`src/rtl/irq_cause_pkg.sv`:
```
// Package: shared constants for the interrupt cause unit.
// Assumes a 32-bit register file. Bit positions are fixed because software
// decodes them.
package irq_cause_pkg;
    localparam int REG_W       = 32;
    localparam int SUMMARY_BIT = 24;
    localparam int LEVEL_BIT   = 31;
    localparam int AUTO_EN_BIT = 0;
    // Causes folded into the summary bit: 2, 6, 9, 16, 17, 18
    localparam logic [REG_W-1:0] GROUP_MASK = (32'h1 << 2) | (32'h1 << 6) | (32'h1 << 9) |
                                              (32'h1 << 16) | (32'h1 << 17) | (32'h1 << 18);
    // Bits that are derived rather than stored
    localparam logic [REG_W-1:0] STORE_MASK = ~((32'h1 << SUMMARY_BIT) | (32'h1 << LEVEL_BIT));

    typedef enum logic [2:0] {
        A_CAUSE   = 3'd0,
        A_CSET    = 3'd1,
        A_MSET    = 3'd2,
        A_MCLR    = 3'd3,
        A_AUTOMSK = 3'd4,
        A_CTRL    = 3'd5
    } reg_addr_e;
endpackage

```
`src/rtl/cause_store.sv`:
```
// Module: cause_store
// Holds the stored cause bits (every bit except summary and level).
// Assumes the set and clear vectors never come from the same write.
// Events are applied last so that they win over a clear.
module cause_store
    import irq_cause_pkg::*;
(
    input  logic             clk,
    input  logic             rst_n,
    input  logic [REG_W-1:0] evt,
    input  logic [REG_W-1:0] set_vec,
    input  logic [REG_W-1:0] clr_vec,
    output logic [REG_W-1:0] raw_q
);
    logic [REG_W-1:0] raw_n;

    // Next cause value: set, then clear, then events on top
    always_comb begin
        raw_n = (((raw_q | set_vec) & ~clr_vec) | evt) & STORE_MASK;
    end

    // Cause register with synchronous reset
    always_ff @(posedge clk) begin
        if (!rst_n) raw_q <= '0;
        else        raw_q <= raw_n;
    end
endmodule

```
`src/rtl/mask_store.sv`:
```
// Module: mask_store
// Holds the mask, auto-mask and control registers.
// Auto-mask applies on a cause write while the line is high and enabled.
// Assumes one register write per cycle.
module mask_store
    import irq_cause_pkg::*;
#(
    parameter int ADDR_W = 3
) (
    input  logic              clk,
    input  logic              rst_n,
    input  logic              wr_en,
    input  logic [ADDR_W-1:0] wr_addr,
    input  logic [REG_W-1:0]  wr_data,
    input  logic              irq_now,
    output logic [REG_W-1:0]  mask_q,
    output logic [REG_W-1:0]  am_q,
    output logic [REG_W-1:0]  ctrl_q
);
    logic [REG_W-1:0] mask_n, am_n, ctrl_n;

    // Next-state selection for the mask-side registers
    always_comb begin
        mask_n = mask_q;
        am_n   = am_q;
        ctrl_n = ctrl_q;
        if (wr_en) begin
            unique case (wr_addr)
                ADDR_W'(A_CAUSE):   if (irq_now && ctrl_q[AUTO_EN_BIT]) mask_n = mask_q & ~am_q;
                ADDR_W'(A_MSET):    mask_n = mask_q | wr_data;
                ADDR_W'(A_MCLR):    mask_n = mask_q & ~wr_data;
                ADDR_W'(A_AUTOMSK): am_n   = wr_data;
                ADDR_W'(A_CTRL):    ctrl_n = wr_data;
                default: ;
            endcase
        end
    end

    // Register update with synchronous reset
    always_ff @(posedge clk) begin
        if (!rst_n) begin
            mask_q <= '0;
            am_q   <= '0;
            ctrl_q <= '0;
        end else begin
            mask_q <= mask_n;
            am_q   <= am_n;
            ctrl_q <= ctrl_n;
        end
    end
endmodule

```
`src/rtl/irq_aggregate.sv`:
```
// Module: irq_aggregate
// Derives the software-visible cause word and the interrupt level.
// The level uses bits 30..0 only, so the level bit cannot feed back on itself.
module irq_aggregate
    import irq_cause_pkg::*;
(
    input  logic [REG_W-1:0] raw,
    input  logic [REG_W-1:0] mask,
    output logic [REG_W-1:0] view,
    output logic             irq
);
    logic [REG_W-1:0] with_sum;
    logic [LEVEL_BIT-1:0] pend;

    // Fold the grouped causes into the summary bit
    always_comb begin
        with_sum = raw;
        with_sum[SUMMARY_BIT] = |(raw & GROUP_MASK);
    end

    // Per-bit pending terms
    for (genvar i = 0; i < LEVEL_BIT; i++) begin : g_pend
        assign pend[i] = with_sum[i] & mask[i];
    end

    // Line level and visible word
    always_comb begin
        irq  = |pend;
        view = with_sum;
        view[LEVEL_BIT] = irq;
    end
endmodule

```
`src/rtl/irq_cause_unit.sv`:
```
// Module: irq_cause_unit (top)
// Interrupt cause, mask and aggregation unit.
// Decodes register writes, builds the grouped clear and muxes reads.
// Assumes a synchronous active-low reset and a combinational read port.
module irq_cause_unit
    import irq_cause_pkg::*;
#(
    parameter int ADDR_W = 3
) (
    input  logic              clk,
    input  logic              rst_n,
    input  logic [REG_W-1:0]  evt_i,
    input  logic              wr_en,
    input  logic [ADDR_W-1:0] wr_addr,
    input  logic [REG_W-1:0]  wr_data,
    input  logic [ADDR_W-1:0] rd_addr,
    output logic [REG_W-1:0]  rd_data,
    output logic              irq_o
);
    logic [REG_W-1:0] raw_q, mask_q, am_q, ctrl_q, view;
    logic [REG_W-1:0] set_vec, clr_vec;
    logic             cause_wr;

    // Write decode for cause-set and cause clear (with grouped clear)
    always_comb begin
        cause_wr = wr_en && (wr_addr == ADDR_W'(A_CAUSE));
        set_vec  = (wr_en && (wr_addr == ADDR_W'(A_CSET))) ? wr_data : '0;
        clr_vec  = '0;
        if (cause_wr)
            clr_vec = wr_data | (wr_data[SUMMARY_BIT] ? GROUP_MASK : '0);
    end

    cause_store u_cause (
        .clk     (clk),
        .rst_n   (rst_n),
        .evt     (evt_i),
        .set_vec (set_vec),
        .clr_vec (clr_vec),
        .raw_q   (raw_q)
    );

    mask_store #(.ADDR_W(ADDR_W)) u_mask (
        .clk     (clk),
        .rst_n   (rst_n),
        .wr_en   (wr_en),
        .wr_addr (wr_addr),
        .wr_data (wr_data),
        .irq_now (irq_o),
        .mask_q  (mask_q),
        .am_q    (am_q),
        .ctrl_q  (ctrl_q)
    );

    irq_aggregate u_agg (
        .raw  (raw_q),
        .mask (mask_q),
        .view (view),
        .irq  (irq_o)
    );

    // Read multiplexer
    always_comb begin
        unique case (rd_addr)
            ADDR_W'(A_CAUSE):   rd_data = view;
            ADDR_W'(A_MSET),
            ADDR_W'(A_MCLR):    rd_data = mask_q;
            ADDR_W'(A_AUTOMSK): rd_data = am_q;
            ADDR_W'(A_CTRL):    rd_data = ctrl_q;
            default:            rd_data = '0;
        endcase
    end
endmodule

```
`config.mk`:
```
export PLATFORM = sky130hd
export DESIGN_NAME = irq_cause_unit
export DESIGN_NICKNAME = d
export VERILOG_FILES = /design/src/rtl/irq_cause_pkg.sv /design/src/rtl/cause_store.sv /design/src/rtl/mask_store.sv /design/src/rtl/irq_aggregate.sv /design/src/rtl/irq_cause_unit.sv
export SDC_FILE = /design/constraint.sdc
export NUM_CORES = 1
export LEC_CHECK = 0
export BUFFER_PORTS_ARGS = -buffer_cell sky130_fd_sc_hd__clkbuf_2
export CORE_ASPECT_RATIO = 1.2
export CORE_MARGIN = 4
export CORE_UTILIZATION = 55
export CTS_CLUSTER_SIZE = 16
export DETAILED_ROUTE_END_ITERATION = 10
export PLACE_DENSITY = 0.78
export SYNTH_ARGS = -nofsm -noshare
export SYNTH_HDL_FRONTEND = slang
export SYNTH_HIERARCHICAL = 1
export SYNTH_SLANG_ARGS = --single-unit
```
`constraint.sdc`:
```
create_clock -name clk -period 3.1 [get_ports clk]
set_clock_uncertainty 0.15 [all_clocks]
set_input_delay 0.62 -clock clk [delete_from_list [all_inputs] [get_ports clk]]
set_output_delay 0.62 -clock clk [all_outputs]
set_load 0.03 [all_outputs]
```
==> impl_metrics.json <==
{
  "worst_hold_slack_ps": 291.7,
  "first_iter_violations": 594,
  "first_global_vias": 6315,
  "drt_wl_total_um": 21430,
  "antennaDiodeCount": 0,
  "hold_end": "u_cause/raw_q[19]",
  "core_region_area_um2": 12780,
  "worst-r2r-setup-slack_ps": 620,
  "die_area_um2": 15050,
  "instances_no_fill": 988,
  "rsz0062_at_grt": "true",
  "grt_max_degree": 97,
  "vias": 6286,
  "cts.clk_slew.worst_paths_ps": 60,
  "fmax_mhz": 326.8,
  "post-route-util_pct": 64.01,
  "status": "complete, no violations",
  "fp-row-count": 45,
  "path_class": "flop to primary output",
  "hpwlAfterDp_um": 13510,
  "synth_area_um2": 7229,
  "min_period_ps": 3060,
  "power_w": 0.004093,
  "cts_buffers": 17,
  "hold_path_depth": 2,
  "hp-start": "evt_i[19]",
  "grt_pass1_wl_um": 32770,
  "cp_max_fo": 4,
  "clockRootBuffer": "clkbuf_16",
  "maxCapViolations": 0,
  "cp.required_ps": 2330,
  "slew_violations": 0,
  "setup_violations": 0,
  "via_per_inst": 6.362,
  "n_fill_cell": 1018,
  "initial_core_util_pct": 56.56,
  "power_density_nw_per_um2": 500.3,
  "end_kind": "primary output",
  "post-place-cells": 953,
  "numClockSinks": 126,
  "fin_nets": 885,
  "area_growth_pct": 13.17,
  "ios": 106,
  "cts.htree.levels": 4,
  "wl_per_cell_um": 21.69,
  "place_congestion": 0.8347,
  "clockBufferDepth": 2,
  "fin_crit_sh_pct": 98.71,
  "synthCells": 763,
  "vdd_ir_drop_max_mv": 0.3530,
  "cp_slowest_stage_delay_ps": 350,
  "clkLatencyLatePin_ps": 420,
  "pre_cts_slack_ps": 187.2,
  "hold_path.class": "input pin to flop",
  "cp_cell_sequence": "a22o_4, a221oi_2, nand4_1, a211o_1, nor4b_4, a221o_1, buf_6",
  "synth_fp_nets": 836,
  "ys_warn_count": 6,
  "drt_first_pass_iters": 5,
  "crit_arrival_ps": 2290,
  "grt-ovfl-total": 0,
  "critPathLaunchType": "flop",
  "track_usage_pct": 27.74,
  "die-height_um": 133.6,
  "ant_nets": 0,
  "slowest_stage": "dfxtp_2",
  "drc_errors": 0,
  "hold_viol_final": 0,
  "reg2reg_depth": 9,
  "max_slew_margin_pct": 40.11,
  "reg2reg_from": "u_cause/raw_q[6]",
  "grt_antenna_before_repair": 0,
  "tightest_slew_ps": 894.3,
  "syn_avg_cell_area_um2": 9.475,
  "final_layout_size_suffix_gt1_share_pct": 33.01,
  "numPortBuffers": 103,
  "final.setup.worst_slack_ps": 39.88,
  "leakage_nw": 3.255,
  "cts_tree": "done",
  "r2r-end": "u_mask/mask_q[17]",
  "die_x_um": 112.7
}
[flip-flops by register name (all words and copies together) (netlist names)]
register / cells
u_mask/mask_q: 32
u_mask/ctrl_q: 32
u_mask/am_q: 32
u_cause/raw_q: 30
[per-stage QoR]
stage	cell area (um2)	setup TNS (ps)
final	8182	0
after detailed placement	7550	0
after global placement	7550	0
after floorplan	7229	0
after global routing	8182	-13.59
after CTS	8118	0
[power breakdown]
part           internal (W)  leakage [nW]  total, W  switching, W
sequential          0.00168          1.03   0.00174     0.0000612
clock               0.00115         0.270   0.00184      0.000686
combinational      0.000213          1.96  0.000514      0.000301
total               0.00304          3.26   0.00409       0.00105
[worst max-delay path, delay by kind of cell, from the launching register on]
kind,cells,cell delay (ps)
flops,1,350
simple gates,2,290
buf+inv,1,150
compound gates,4,1080
[routing by layer]
layer	GRT usage [%]	vias to the layer above	wire length [um]
li1	-	2877	-
met1	32.98	3016	8193
met2	47.86	338	10640
met3	6.224	55	1950
met4	11.69	0	643
met5	0	-	0
[what timing repair did]
item | 4_1_cts | 5_1_grt
resized for setup | 4 | 12
hold buffers | 0 | 0
endpoints found under the hold margin | 0 | 0
pin swaps | 1 | 5
endpoints found under the setup margin | 1 | 1
setup buffers | 1 | 3
[how the worst max path moves through the flow]
stage / start / to / slack (ps)
global route: u_mask/mask_q[8] / rd_data[31] / -10
finish: u_cause/raw_q[6] / rd_data[31] / 40
floorplan: rd_addr[0] / rd_data[20] / 80
detailed placement: rd_addr[1] / rd_data[0] / 190
CTS: u_cause/raw_q[7] / rd_data[31] / 10
global placement: rd_addr[1] / rd_data[0] / 220
[cell usage in the layout (no fill, tap or decap), drive strengths merged, types with 6 or more instances in the layout]
cell type    n
nor4b       32
o21a         6
nand2      130
mux2        63
and2        54
a221o       31
a221oi       7
a211oi      32
clkinv       6
clkbuf     126
o311a       30
nand2b      31
a22o         7
dfxtp      126
a21oi       97
buf         24
[final cells by class]
class                   count  area, um2  area share, %
clock buffers              24      481.7          5.888
clock inverters             7      62.56         0.7646
inverters                   1      5.005        0.06117
multi-input cells         540       4164          50.89
flip-flops and latches    126       2531          30.94
well taps                 164      205.2          2.508
repair buffers            126      732.0          8.946
(Power assumes the default switching activity.)
